--- src/rtl/mpb_pkg.sv ---
package mpb_pkg;
    localparam int NODES = 6;
    localparam int IDW   = 3;

    typedef logic [IDW-1:0] node_id_t;
endpackage

--- src/rtl/mpb_prio_pick.sv ---
module mpb_prio_pick #(
    parameter int N = mpb_pkg::NODES,
    parameter int W = mpb_pkg::IDW
) (
    input  logic [N-1:0] reqv,
    input  logic [W-1:0] start_id,
    output logic         found,
    output logic [W-1:0] win_id
);
    localparam int DBL = 2 * N;

    logic [DBL-1:0] dbl;
    logic [N-1:0]   rotated;
    int             base;

    assign dbl = {reqv, reqv};

    always_comb begin
        if (start_id == '0 || int'(start_id) > N) begin
            base = 0;
        end else begin
            base = int'(start_id) - 1;
        end
    end

    assign rotated = dbl[base +: N];

    // First active line at or after the start position, wrapping around
    always_comb begin
        found  = 1'b0;
        win_id = '0;
        for (int off = 0; off < N; off++) begin
            if (!found && rotated[off]) begin
                found = 1'b1;
                if (base + off >= N) begin
                    win_id = W'(base + off - N + 1);
                end else begin
                    win_id = W'(base + off + 1);
                end
            end
        end
    end
endmodule

--- src/rtl/mpb_req_ctrl.sv ---
module mpb_req_ctrl #(
    parameter int N = mpb_pkg::NODES,
    parameter int W = mpb_pkg::IDW
) (
    input  logic         clk,
    input  logic         rst,
    input  logic [W-1:0] node_id,
    input  logic         want_bus,
    input  logic         dma_bg,
    input  logic         prio_acc_n,
    output logic [W-1:0] id_q,
    output logic         own_req_q,
    output logic [N-1:0] req_n_out
);
    typedef struct packed {
        logic [W-1:0] id;
        logic         own_req;
    } req_state_t;

    req_state_t st_d, st_q;
    logic       id_valid;
    logic       preempt;

    assign id_valid = (st_q.id != '0) && (st_q.id <= W'(N));
    assign preempt  = !prio_acc_n && dma_bg;

    always_comb begin
        st_d = st_q;
        if (rst) begin
            st_d.id      = node_id;
            st_d.own_req = 1'b0;
        end else begin
            st_d.own_req = id_valid && want_bus && !preempt;
        end
    end

    always_ff @(posedge clk) begin
        st_q <= st_d;
    end

    assign id_q      = st_q.id;
    assign own_req_q = st_q.own_req;

    for (genvar i = 0; i < N; i++) begin : g_line
        assign req_n_out[i] = !(st_q.own_req && st_q.id == W'(i + 1));
    end

    assert_one_line_R2: assert property (@(posedge clk) disable iff (rst)
        $onehot0(~req_n_out));

    assert_pa_withdraw_R9: assert property (@(posedge clk) disable iff (rst)
        (!prio_acc_n && dma_bg) |=> !own_req_q);
endmodule

--- src/rtl/mpb_owner_track.sv ---
module mpb_owner_track #(
    parameter int N = mpb_pkg::NODES,
    parameter int W = mpb_pkg::IDW
) (
    input  logic         clk,
    input  logic         rst,
    input  logic [N-1:0] reqv,
    input  logic         win_found,
    input  logic [W-1:0] win_id,
    output logic [W-1:0] owner_q,
    output logic [W-1:0] top_q
);
    typedef struct packed {
        logic [W-1:0] owner;
        logic [W-1:0] top;
    } own_state_t;

    own_state_t st_d, st_q;
    logic [N-1:0] owner_mask;
    logic         owner_held;

    for (genvar i = 0; i < N; i++) begin : g_mask
        assign owner_mask[i] = (st_q.owner == W'(i + 1));
    end

    assign owner_held = |(owner_mask & reqv);

    always_comb begin
        st_d = st_q;
        if (rst) begin
            st_d.owner = '0;
            st_d.top   = W'(1);
        end else if (st_q.owner != '0) begin
            if (!owner_held) begin
                st_d.owner = '0;
                st_d.top   = (st_q.owner >= W'(N)) ? W'(1) : st_q.owner + W'(1);
            end
        end else if (win_found) begin
            st_d.owner = win_id;
        end
    end

    always_ff @(posedge clk) begin
        st_q <= st_d;
    end

    assign owner_q = st_q.owner;
    assign top_q   = st_q.top;

    assert_hold_R6: assert property (@(posedge clk) disable iff (rst)
        (owner_q != '0 && owner_held) |=> $stable(owner_q));

    assert_idle_gap_R7: assert property (@(posedge clk) disable iff (rst)
        (owner_q != '0 && !owner_held) |=> (owner_q == '0));

    assert_no_phantom_R8: assert property (@(posedge clk) disable iff (rst)
        (owner_q == '0 && reqv == '0) |=> (owner_q == '0));

    assert_top_range_R5: assert property (@(posedge clk) disable iff (rst)
        (top_q != '0) && (top_q <= W'(N)));
endmodule

--- src/rtl/mpb_arb_node.sv ---
module mpb_arb_node #(
    parameter int N = mpb_pkg::NODES,
    parameter int W = mpb_pkg::IDW
) (
    input  logic         clk,
    input  logic         rst,
    input  logic [W-1:0] node_id,
    input  logic         rot_mode,
    input  logic         want_bus,
    input  logic         dma_bg,
    input  logic         prio_acc_n,
    input  logic [N-1:0] req_n_in,
    output logic [N-1:0] req_n_out,
    output logic         bus_master
);
    logic [W-1:0] id_q;
    logic         own_req_q;
    logic [N-1:0] reqv;
    logic [W-1:0] owner_q;
    logic [W-1:0] top_q;
    logic [W-1:0] start_id;
    logic         win_found;
    logic [W-1:0] win_id;

    mpb_req_ctrl #(.N(N), .W(W)) req_i (
        .clk        (clk),
        .rst        (rst),
        .node_id    (node_id),
        .want_bus   (want_bus),
        .dma_bg     (dma_bg),
        .prio_acc_n (prio_acc_n),
        .id_q       (id_q),
        .own_req_q  (own_req_q),
        .req_n_out  (req_n_out)
    );

    // Shared view: own line from internal state, others from the bus
    for (genvar i = 0; i < N; i++) begin : g_view
        assign reqv[i] = (id_q == W'(i + 1)) ? own_req_q : !req_n_in[i];
    end

    assign start_id = rot_mode ? top_q : W'(1);

    mpb_prio_pick #(.N(N), .W(W)) pick_i (
        .reqv     (reqv),
        .start_id (start_id),
        .found    (win_found),
        .win_id   (win_id)
    );

    mpb_owner_track #(.N(N), .W(W)) own_i (
        .clk       (clk),
        .rst       (rst),
        .reqv      (reqv),
        .win_found (win_found),
        .win_id    (win_id),
        .owner_q   (owner_q),
        .top_q     (top_q)
    );

    assign bus_master = (id_q == '0) || (owner_q == id_q);

    assert_single_quiet_R3: assert property (@(posedge clk) disable iff (rst)
        (id_q == '0) |-> (&req_n_out));

    assert_master_grant_R4: assert property (@(posedge clk) disable iff (rst)
        ($rose(bus_master) && id_q != '0) |-> $past(own_req_q));
endmodule

--- config.mk ---
export PLATFORM = sky130hd
export DESIGN_NAME = mpb_arb_node
export DESIGN_NICKNAME = d
export VERILOG_FILES = /design/src/rtl/mpb_pkg.sv /design/src/rtl/mpb_prio_pick.sv /design/src/rtl/mpb_req_ctrl.sv /design/src/rtl/mpb_owner_track.sv /design/src/rtl/mpb_arb_node.sv
export SDC_FILE = /design/constraint.sdc
export NUM_CORES = 1
export LEC_CHECK = 0
export BUFFER_PORTS_ARGS = -buffer_cell sky130_fd_sc_hd__buf_2
export CAP_MARGIN = 5
export CORE_MARGIN = 3
export CORE_UTILIZATION = 55
export CTS_CLUSTER_DIAMETER = 40
export DETAILED_ROUTE_END_ITERATION = 8
export MAX_ROUTING_LAYER = met4
export PLACE_DENSITY = 0.74
export RECOVER_POWER = 50
export SKIP_CTS_REPAIR_TIMING = 1
export SLEW_MARGIN = 20
export SYNTH_ARGS = -nofsm -noshare
export SYNTH_HDL_FRONTEND = slang
export SYNTH_HIERARCHICAL = 1
export SYNTH_SLANG_ARGS = --single-unit
--- constraint.sdc ---
create_clock -name clk -period 6.5 [get_ports clk]
set_clock_uncertainty 0.15 [all_clocks]
set_input_delay 1.3 -clock clk [delete_from_list [all_inputs] [get_ports clk]]
set_output_delay 1.3 -clock clk [all_outputs]
set_load 0.05 [all_outputs]
# Yosys cells after proc, flatten, opt, wreduce, memory -nomap -nowiden
# Index checks and enable logic that the tools add are counted.
[totals] register_bits=10 output_inout_bits=7 in_bits=15 latchBits=0 elab_cells=128 mem_bits_ro=0 n_memories=0 ramBits=0
[op_classes] add_sub_neg=24 eq_ne=14 div=0 multipliers=0 n_reduce_logical=44 shift=1 muxes=30 magnitude_cmp=9 bitwise_logic=2
[op_table] operator=">= comparator 32 x 4 -> 1 bit (second input constant)" n=6
[op_table] operator="adder 32 x 3 -> 32 bit (second input constant)" n=2
[op_table] operator="adder 32 x 4 -> 32 bit (second input constant)" n=2
[op_table] operator="2-to-1 mux 3 bit" n=16
[op_table] operator="adder 3 x 2 -> 3 bit (second input constant)" n=11
[op_table] operator="adder 32 x 2 -> 32 bit (second input constant)" n=1
[op_table] operator="2-to-1 mux 32 bit" n=1
[op_table] operator="indexed part select 12 x 32 -> 6 bit" n=1
[op_table] operator="logical NOT 1 bit" n=19
[op_table] operator="equality test 3 bit (second input constant)" n=6
[op_table] operator="subtractor 3 x 2 -> 3 bit (second input constant)" n=6
[op_table] operator="logical AND 1 bit" n=15
[op_table] operator="equality test 3 x 2 -> 1 bit (second input constant)" n=4
[op_table] operator="2-to-1 mux 1 bit" n=12
[op_table] operator="bitwise AND 6 bit" n=1
[op_table] operator="equality test 3 x 1 -> 1 bit (second input constant)" n=2
[op_table] operator="logical NOT 3 bit" n=2
[op_table] operator="2-to-1 mux 6 bit" n=1
[op_table] operator="nonzero test 3 bit" n=2
[op_table] operator="OR reduction 6 bit" n=1
[op_table] operator="AND reduction 2 bit" n=2
[op_table] operator="subtractor 3 x 1 -> 4 bit (second input constant)" n=1
[op_table] operator="adder 3 x 1 -> 3 bit (second input constant)" n=1
[op_table] operator="equality test 3 bit" n=1
[op_table] operator="7 further kinds" n=8

# Depth between registers and ports, before layout
# Gate-level depths: netlist (run 1).
[logic_depth] word_depth=23 depth_mapped=23 depth_no_buf=20

# Modules after synthesis
# Netlist (run 1), hierarchy kept.
[modules_own_cells] module="mpb_prio_pick" area_each_um2=1710.4 n_inst=1 seq_area_each_um2=0.0 cells_per_inst=235
[modules_own_cells] module="mpb_owner_track" area_each_um2=381.6 n_inst=1 seq_area_each_um2=120.1 cells_per_inst=36
[modules_own_cells] module="mpb_arb_node" area_each_um2=224.0 n_inst=1 seq_area_each_um2=0.0 cells_per_inst=31
[modules_own_cells] module="mpb_req_ctrl" area_each_um2=196.4 n_inst=1 seq_area_each_um2=110.1 cells_per_inst=19

# Least setup slack after synthesis (run 1)
# Ideal clock, no wire load.
[synth_timing] path_kind="input port to flip-flop" from="in rot_mode" to="reg own_i.st_q (netlist bit own_i/owner_q[2])" required_ns=6.212 setup_ns=0.138 n_path_buf=3 arrival_ns=5.306 path_stages=22 path_slack_ns=0.906 path_cell_list="nand2b_1 > clkbuf_1 > inv_1 > ha_1 > nor2b_1 > clkbuf_1 > nor3_2 > buf_2 > ha_1 > ha_1 > a21oi_1 > ha_1 > nor4_1 > and3_1 > a21oi_1 > nor3_1 > mux2i_1 > xnor2_1 > a2111oi_0 > o311ai_1 > a31oi_1 > a311oi_1"
[synth_between] elab_chain_cells=23 elab_cells_between_ends=67 classes_between="add/sub: 23; order compare: 7; shift: 1; mux: 22; reduce/logical: 14"
[synth_rtl] element="from (decl)" line="mpb_arb_node.sv:8" text="input logic rot_mode,"
[synth_rtl] element="2-to-1 mux 3 bit (*)" line="mpb_arb_node.sv:42" text="assign start_id = rot_mode ? top_q : W'(1);"
[synth_rtl] element="> comparator 3 bit or logical NOT 3 bit (tied branches)" line="mpb_prio_pick.sv:19" text="if (start_id == '0 || int'(start_id) > N) begin"
[synth_rtl] element="logical OR 1 bit" line="mpb_prio_pick.sv:19"
[synth_rtl] element="2-to-1 mux 32 bit (*)" line="mpb_prio_pick.sv:19"
[synth_rtl] element="branches (longest 16 deep; another with adder 32 x 2 -> 32 bit)"
[synth_rtl] element="2-to-1 mux 3 bit (*)" line="mpb_prio_pick.sv:33" text="if (!found && rotated[off]) begin"
[synth_rtl] element="named net win_id[2]" line="mpb_arb_node.sv:23" text="logic [W-1:0] win_id;"
[synth_rtl] element="2-to-1 mux 3 bit (*)" line="mpb_owner_track.sv:38" text="end else if (win_found) begin"
[synth_rtl] element="2-to-1 mux 3 bit (*)" line="mpb_owner_track.sv:33" text="end else if (st_q.owner != '0) begin"
[synth_rtl] element="to (signal assigned)" line="mpb_owner_track.sv:44" text="st_q <= st_d;"
[synth_rtl] element="to (decl)" line="mpb_owner_track.sv:18" text="own_state_t st_d, st_q;"
# Mark *: on every way through the listed nets, which the timed path passes. The select of a mux whose other input is x is not followed.
# A chain may end at the register's enable or synchronous reset.

# Final worst setup path (run 1)
[layout_timing] from="in rot_mode" to="reg own_i.st_q (netlist bit own_i/owner_q[2])"
[layout_between] elab_chain_cells=23 elab_cells_between_ends=67 classes_between="add/sub: 23; order compare: 7; shift: 1; mux: 22; reduce/logical: 14"
[layout_rtl] element="2-to-1 mux 3 bit (*)" line="mpb_arb_node.sv:42"
[layout_rtl] element="named net start_id[0]" line="mpb_arb_node.sv:21" text="logic [W-1:0] start_id;"
[layout_rtl] element="> comparator 3 bit or logical NOT 3 bit (tied branches)" line="mpb_prio_pick.sv:19"
[layout_rtl] element="logical OR 1 bit" line="mpb_prio_pick.sv:19"
[layout_rtl] element="2-to-1 mux 32 bit (*)" line="mpb_prio_pick.sv:19"
[layout_rtl] element="branches (longest 16 deep; another with adder 32 x 2 -> 32 bit)"
[layout_rtl] element="2-to-1 mux 3 bit (*)" line="mpb_prio_pick.sv:33"
[layout_rtl] element="named net win_id[2]" line="mpb_arb_node.sv:23"
[layout_rtl] element="2-to-1 mux 3 bit (*)" line="mpb_owner_track.sv:38"
[layout_rtl] element="2-to-1 mux 3 bit (*)" line="mpb_owner_track.sv:33"
# Marked as above.

==> summary.txt, run 1 <==
Synth
  – Yosys cell types: 70
  – Cell count after synthesis: 321
  – Ys async rst share: 0%
  – Yosys warns: 6
  – Post-synth top area cell: ha_1
  – Mapped Area: 2510 um2
  – Register bit count reported by yosys: 10
  – Mapped Nets: 379
  – Top post-synthesis cells by area: ha_1, dfxtp_1, a21oi_1
  – Seq/Total Area, Yosys: 9.16%
  – Post-synth EDFFs: 3
  – Synth Flop Type: dfxtp_1
  – Area share of the largest cell type after synthesis: 21.4%
  – Synthesized area per cell: 7.83 um2

STA
  – PnR worst setup slack: 770 ps
  – Minimum clock period: 5730 ps
  – Endpoints failing setup: 0
  – Hold Vio Cnt, Final: 0
  – RSZ-0062 raised after global routing: no
  – Minimum hold slack: 361 ps
  – Worst slew pin tran: 733 ps
  – Period utilisation layout: 88.2%
  – Final setup TNS: 0 ps
  – Rel. slew slack: 49.7%
  – Fmax: 0.175 GHz
  – Max Slew Vio Count: 0

Detailed routing
  – Routed wl met3: 419 um
  – # DRC: 0
  – DRT Pass-1 Iters: 5
  – Final wirelength: 6250 um
  – Vias: 2501
  – DRT iter0 DRCs: 276
  – DR WL/cell: 16.2 um
  – Vias per inst: 6.48
  – Met2 wire length: 2720 um
  – ANT nets after route: 0
  – Top sig layer: met4
  – Met1 wire length: 3090 um

GRT
  – Final global-route overflow total: 0
  – Total GRT Usage: 24.5%
  – Vias in the first global route: 2254
  – Initial antenna violation count: 0
  – First-pass GRT wire length: 10700 um
  – Largest net degree at the start of global routing: 24

Finish
  – # diodes: 0
  – Post-route cell area: 2660 um2
  – Fill cell count: 380
  – Area Growth Syn to Fin: 5.78%
  – Most common cell after layout, fill and taps aside: ha_1
  – Non-Filler Instances: 386
  – Multi-input logic area: 2110 um2
  – Layout Nets: 395
  – Most frequent cells in the layout: ha_1, a21oi_1, nand2_1, buf_2, nor2_1
  – Core Util, Final: 63.3%
  – Storage cell area: 230 um2
  – Layout cells sized above 1: 15.2%

CTS
  – CTS root buf: clkbuf_8
  – Clock Sink Count: 10
  – Clock transition at path regs: 50 ps
  – Max clock buf depth: 2
  – Num CTS Buffers: 3
  – H-tree levels: 1
  – Clock Latency Late Sink: 240 ps
  – TritonCTS clock tree: yes

Floorplan
  – Die ar.: 5410 um2
  – Die W: 73.6 um
  – Num rows: 23
  – Core ar.: 4200 um2
  – Die height: 73.6 um
  – Starting density of the core: 59.8%
  – Num ports: 22

Critical path
  – Startpoint types: input pin
  – Sequence of cells on the critical path: buf_2, nand2b_1, inv_1, ha_1, nor2b_1, or3_4, inv_1, ha_1, nand2_1, ha_1, nor4_1, a21oi_1, nor3_1, a211o_1, a32oi_1, o311ai_1, a31oi_1, a311oi_1
  – Flop-to-flop setup slack: 1500 ps
  – Max stage delay on crit path: 490 ps
  – CP required: 6490 ps
  – Slowest library cell on the worst path: or3_4
  – Crit path top cell by count: ha_1
  – WP data arrival: 5720 ps
  – Crit Path Category: input pin to register
  – Worst-path fanout max: 13
  – Worst Setup End Kind: register

Place
  – Hpwl dp: 4760 um
  – Gpl congestion: 0.934
  – Worst slack at placement: 562 ps
  – Placed cells: 382
  – IO Port Bufs: 21
  – Post-DP Area: 2640 um2

Min path
  – Tightest Hold Check Type: register to register

Outcome
  – Outcome: finished clean

Power
  – Final Power: 0.785 mW
  – Leakage: 1.05 nW
  – PwrDens: 295 nW/um2
  – Max VDD drop: 0.000176 V

Run
  – Max-cap check violation count: 0
## final timing paths
check / start / end / depth (start not counted)
worst max-delay path: rot_mode / own_i/owner_q[2] / 18
worst min-delay path: own_i/top_q[0] / own_i/top_q[0] / 2
worst max register to register: own_i/top_q[0] / own_i/owner_q[2] / 20
worst min register to register: own_i/top_q[0] / own_i/top_q[0] / 2
## synth_stat cells, drive strengths merged, types with 7 or more instances
cell    instances
nand3          13
nand2b          7
buf             8
o21ai          19
xnor2          11
dfxtp           7
nor2           19
clkbuf          8
inv            17
a21oi          27
nor4           16
nand2          19
mux2i           8
nor2b           9
ha             43
## sequential cells by signal, indices dropped and copies added, names as in the netlist
register         cells
own_i/owner_q        3
req_i/own_req_q      1
req_i/id_q           3
own_i/top_q          3
## worst max-delay path, delay by kind of cell
| kind | cells | cell delay, ps |
|---|---|---|
| simple gates | 6 | 1980 |
| buf+inv | 3 | 500 |
| fa+ha+maj | 3 | 880 |
| compound gates | 6 | 1050 |
## power by group
part | leakage [nW] | switching [mW] | internal [mW]
registers | 0.0868 | 0.0244 | 0.0776
clock network | 0.0228 | 0.0258 | 0.0431
logic | 0.941 | 0.346 | 0.268
total | 1.05 | 0.397 | 0.388
## metal layers
metal / global-route usage (%) / vias to the layer above
met1: 35.6 / 1159
met4: 3.02 / 0
met5: - / -
met3: 3.28 / 4
li1: - / 1235
met2: 37.1 / 103
## layout make-up
type	count	area share, %
Multi-Input combinational cell	278	79.3
Inverter	17	2.40
Tap cell	50	2.35
Sequential cell	10	8.66
Timing Repair Buffer	27	5.56
Clock buffer	4	1.69
## logic make-up after synthesis
group,Yosys count,synth area share (%)
buffers and inverters,33,6.32
and+or+nand+nor,121,28.6
muxes,9,3.64
xor gates and xnor gates,12,4.18
adders and majority gates,43,21.4
DFF,10,9.16
AOI/OAI and AO/OA,93,26.6
(Power assumes the default switching activity.)
==> run 2, diff against run 1 <==
Settings changed: BUFFER_PORTS_ARGS -buffer_cell sky130_fd_sc_hd__buf_2 to not set, CTS_BUF_LIST set to sky130_fd_sc_hd__clkbuf_8, DONT_BUFFER_PORTS set to 1, PLACE_DENSITY 0.74 to 0.7.
==> summary.txt, run 2 (synthesis results as in run 1) <==
Outcome
  – Outcome: finished clean

Detailed routing
  – Vias: 2379 (-4.9%)
  – DR WL/cell: 16.7 um (+3.4%)
  – ANT nets after route: 0 (unchanged)
  – # DRC: 0 (unchanged)
  – DRT iter0 DRCs: 180 (-35%)
  – DRT Pass-1 Iters: 4 (-1)
  – Final wirelength: 6110 um (-2.2%)
  – Vias per inst: 6.52 (+0.59%)

CTS
  – Clock Latency Late Sink: 240 ps (about the same)
  – H-tree levels: 1 (unchanged)
  – Num CTS Buffers: 3 (unchanged)
  – TritonCTS clock tree: yes
  – CTS root buf: clkbuf_8
  – Clock Sink Count: 10 (unchanged)
  – Clock transition at path regs: 50 ps (about the same)
  – Max clock buf depth: 2 (unchanged)

GRT
  – Initial antenna violation count: 0 (unchanged)
  – Final global-route overflow total: 0 (unchanged)
  – Largest net degree at the start of global routing: 19 (-21%)
  – First-pass GRT wire length: 10000 um (-5.9%)
  – Vias in the first global route: 2060 (-8.6%)
  – Total GRT Usage: 23.6% (-0.93 points)

STA
  – Minimum hold slack: 323 ps (-37.8 ps)
  – Fmax: 0.178 GHz (+2.1%)
  – Minimum clock period: 5610 ps (-117 ps)
  – Endpoints failing setup: 0 (unchanged)
  – Max Slew Vio Count: 0 (unchanged)
  – Period utilisation layout: 86.4% (-1.8 points)
  – RSZ-0062 raised after global routing: no
  – Rel. slew slack: 43.2% (-6.6 points)
  – Final setup TNS: 0 ps (unchanged)
  – Hold Vio Cnt, Final: 0 (unchanged)
  – Worst slew pin tran: 829 ps (+95.9 ps)

Floorplan
  – Core ar.: 4200 um2 (unchanged)
  – Starting density of the core: 59.8% (unchanged)
  – Die ar.: 5410 um2 (unchanged)
  – Num ports: 22 (unchanged)
  – Num rows: 23 (unchanged)
  – Die height: 73.6 um (unchanged)
  – Die W: 73.6 um (unchanged)

Critical path
  – WP data arrival: 5600 ps (-120 ps)
  – Worst-path fanout max: 12 (-1)
  – Startpoint types: input pin
  – Crit path top cell by count: ha_1
  – Crit Path Category: input pin to register
  – Max stage delay on crit path: 510 ps (+20 ps)
  – Worst Setup End Kind: register
  – Slowest library cell on the worst path: nor2b_1
  – CP required: 6490 ps (about the same)
  – Sequence of cells on the critical path: nand2b_1, inv_1, ha_1, nor2b_1, nor3_2, inv_1, buf_4, ha_1, a21oi_1, ha_1, nor4_1, and3_1, a21oi_1, nor3_1, mux2i_1, xnor2_1, a2111oi_0, o311ai_1, a31oi_1, a311oi_1

Finish
  – Most common cell after layout, fill and taps aside: ha_1
  – Fill cell count: 395 (+3.9%)
  – Layout Nets: 374 (-5.3%)
  – # diodes: 0 (unchanged)
  – Layout cells sized above 1: 10.5% (-4.7 points)
  – Most frequent cells in the layout: ha_1, a21oi_1, nand2_1, nor2_1, o21ai_0
  – Area Growth Syn to Fin: 2.14%

Min path
  – Tightest Hold Check Type: register to register

Place
  – Hpwl dp: 4660 um (-2.1%)
  – Gpl congestion: 0.910 (-2.6%)
  – IO Port Bufs: 0 (-100%)

Power
  – Leakage: 0.985 nW (-6.3%)
  – PwrDens: 305 nW/um2 (+3.4%)
  – Max VDD drop: 0.000169 V (-4.1%)

Run
  – Max-cap check violation count: 0 (unchanged)
## run 2: changes by cell type in the layout (fill, tap and decap cells not counted)
cell	before	now
buf_2	19	0
clkbuf_1	3	0
clkinv_1	0	1
nor3b_1	6	5
nor3b_4	0	1
## run 2: final cells by class
cell class	count	area [um2]	share of cell area, %
Timing Repair Buffer	6	45.0	1.76
Inverter	17	63.8	2.49
Multi-Input combinational cell	278	2120	82.6
Clock buffer	3	41.3	1.61
Clock inverter	1	3.75	0.146
Tap cell	50	62.6	2.44
Sequential cell	10	230	8.97
## run 2: power breakdown
group          internal (mW)  leakage [nW]  switching (mW)
combinational          0.267         0.875           0.348
clock                 0.0415        0.0231          0.0259
sequential            0.0775        0.0868          0.0234
## run 2: worst paths after layout
| check | depth (start not counted) | slack [ps] | startpoint | endpoint |
|---|---|---|---|---|
| setup reg to reg | 20 | 1550 | own_i/top_q[0] | own_i/owner_q[2] |
| hold reg to reg | 2 | 320 | own_i/top_q[0] | own_i/top_q[0] |
| hold / removal | 2 | 320 | own_i/top_q[0] | own_i/top_q[0] |
| setup / recovery | 20 | 890 | rot_mode | own_i/owner_q[2] |
## run 2: metrics by stage
| step | instances | power (mW) | cell area (um2) | utilization [%] | setup WS [ps] |
|---|---|---|---|---|---|
| floorplan | 321 | 0.598 | 2510 | - | 906 |
| CTS | 365 | 0.780 | 2580 | 61.3 | 965 |
| global placement | 361 | 0.707 | 2530 | 60.2 | 805 |
| finish | 365 | 0.784 | 2570 | 61.1 | 887 |
| detailed placement | 361 | 0.707 | 2530 | 60.2 | 739 |
| global route | 365 | 0.856 | 2570 | 61.1 | 346 |
## run 2: critical path: cells and delay by family
kind | cells | cell delay (ps)
AOI/OAI and AO/OA | 6 | 1060
buffers and inverters | 3 | 480
xor gates and xnor gates | 1 | 170
adders and majority gates | 3 | 690
muxes | 1 | 260
and+or+nand+nor | 6 | 1640
## run 2: routing by layer
metal,up-vias,global-route usage [%],wire length [um]
met5,-,-,0
met4,0,2.62,0
met3,0,4.38,421
met2,97,33.8,2570
met1,1091,35.3,3130
li1,1191,-,-
==> run 3, diff against run 2 <==
Settings changed: SLEW_MARGIN 20 to 25.
Clock period 6.5 ns to 7 ns, I/O delays scaled along.
==> summary.txt, run 3 (synthesis results as in run 1) <==
Min path
  – Worst Hold Depth: 1 (-1)
  – Tightest Hold Check Type: register to register
  – Hold Path End: own_i/top_q[1]
  – Min-Delay Startpoint: own_i/top_q[1]

CTS
  – Num CTS Buffers: 3 (unchanged)
  – H-tree levels: 1 (unchanged)
  – Clock Sink Count: 10 (unchanged)
  – Max clock buf depth: 2 (unchanged)
  – CTS root buf: clkbuf_8
  – TritonCTS clock tree: yes
  – Clock transition at path regs: 50 ps (about the same)
  – Clock Latency Late Sink: 240 ps (about the same)

Finish
  – Layout Nets: 372 (-0.53%)
  – Core Util, Final: 60.7% (-0.36 points)
  – Area Growth Syn to Fin: 1.54%
  – Most common cell after layout, fill and taps aside: ha_1
  – Layout cells sized above 1: 9.90% (-0.57 points)
  – Multi-input logic area: 2120 um2 (unchanged)
  – Most frequent cells in the layout: ha_1, a21oi_1, nand2_1, nor2_1, o21ai_0
  – Storage cell area: 230 um2 (unchanged)
  – # diodes: 0 (unchanged)
  – Fill cell count: 403 (+2.0%)

Power
  – Final Power: 0.722 mW (-7.8%)
  – PwrDens: 283 nW/um2 (-7.3%)
  – Max VDD drop: 0.000170 V (+0.34%)
  – Leakage: 0.974 nW (-1.1%)

STA
  – Hold Vio Cnt, Final: 0 (unchanged)
  – Minimum clock period: 6040 ps
  – Max Slew Vio Count: 0 (unchanged)
  – Final setup TNS: 0 ps (unchanged)
  – RSZ-0062 raised after global routing: no
  – Period utilisation layout: 86.2%
  – Rel. slew slack: 44.1% (+0.97 points)
  – PnR worst setup slack: 963 ps (+76.7 ps)
  – Minimum hold slack: 325 ps (+1.80 ps)
  – Endpoints failing setup: 0 (unchanged)
  – Fmax: 0.166 GHz
  – Worst slew pin tran: 815 ps (-14.1 ps)

Critical path
  – Reg2reg start: own_i/top_q[0]
  – Worst Setup End Kind: register
  – WP data arrival: 5990 ps (+390 ps)
  – Reg2reg end: own_i/owner_q[2]
  – CP required: 6960 ps (+470 ps)
  – Crit Path Category: input pin to register
  – FF-to-FF path depth: 21 (+5.0%)
  – Flop-to-flop setup slack: 1730 ps (+180 ps)
  – Worst-path fanout max: 19 (+7)
  – Startpoint types: input pin

Place
  – Worst slack at placement: 759 ps (+20.0 ps)
  – IO Port Bufs: 0 (unchanged)
  – Gpl congestion: 0.896 (-1.5%)
  – Hpwl dp: 4600 um (-1.2%)

Detailed routing
  – # DRC: 0 (unchanged)
  – ANT nets after route: 0 (unchanged)
  – Final wirelength: 5870 um (-3.9%)
  – DRT Pass-1 Iters: 5 (+1)
  – Vias per inst: 6.47 (-0.80%)
  – Vias: 2347 (-1.3%)
  – DRT iter0 DRCs: 211 (+17%)
  – DR WL/cell: 16.2 um (-3.4%)

Floorplan
  – Num ports: 22 (unchanged)
  – Die W: 73.6 um (unchanged)
  – Core ar.: 4200 um2 (unchanged)
  – Starting density of the core: 59.8% (unchanged)
  – Num rows: 23 (unchanged)
  – Die height: 73.6 um (unchanged)
  – Die ar.: 5410 um2 (unchanged)

GRT
  – Largest net degree at the start of global routing: 34 (+15)
  – Total GRT Usage: 23.7% (+0.094 points)
  – First-pass GRT wire length: 10100 um (+0.35%)
  – Vias in the first global route: 2136 (+3.7%)
  – Final global-route overflow total: 0 (unchanged)
  – Initial antenna violation count: 0 (unchanged)

Run
  – Max-cap check violation count: 0 (unchanged)

Outcome
  – Outcome: finished clean
run 3: worst max path at each step:
stage              from                to  slack, ps  depth (start not counted)
2_1_floorplan  rot_mode  own_i/owner_q[2]       1310                         22
3_3_place_gp   rot_mode  own_i/owner_q[2]        710                         21
3_5_place_dp   rot_mode  own_i/owner_q[2]        760                         21
4_1_cts        rot_mode  own_i/owner_q[2]        980                         21
5_1_grt        rot_mode  own_i/owner_q[2]        490                         21
6_report       rot_mode  own_i/owner_q[2]        960                         21
run 3: final cells by class:
cell class | instances | share of cell area, %
multi-input combinational | 278 | 83.1
sequential | 10 | 9.02
inverter | 17 | 2.50
tap | 50 | 2.45
clock buffer | 3 | 1.62
timing repair buffer | 4 | 1.18
clock inverter | 1 | 0.147
run 3: routing by layer:
| metal | up-vias | wire, um | part of all wire [%] | GRT usage, % |
|---|---|---|---|---|
| li1 | 1188 | - | - | - |
| met1 | 1062 | 2990 | 51 | 35.8 |
| met2 | 90 | 2390 | 41 | 32.2 |
| met3 | 7 | 437 | 7.4 | 4.65 |
| met4 | 0 | 62 | 1.1 | 4.83 |
| met5 | - | 0 | 0 | - |
run 3: critical path: stages:
cell and delay [ps]:
nand2b_1 310, inv_1 150, ha_1 290, nand2b_1 210, a2bb2oi_2 160, buf_4 210, inv_2 260, ha_1 270
ha_1 210, a21oi_1 60, ha_1 190, nor4_1 250, and3_1 190, a21oi_1 60, nor3_1 390, mux2i_1 270
xnor2_1 110, a2111oi_0 510, o311ai_1 220, a31oi_1 200, a311oi_1 60
run 3: through the flow:
stage	cells	area, um2
floorplan	321	2510
global placement	359	2520
detailed placement	359	2520
CTS	363	2560
global route	363	2550
finish	363	2550
run 3: where the power goes:
part | switching (mW) | internal, mW | total, mW
logic | 0.321 | 0.246 | 0.568
clock network | 0.0226 | 0.0384 | 0.0610
registers | 0.0215 | 0.0720 | 0.0935
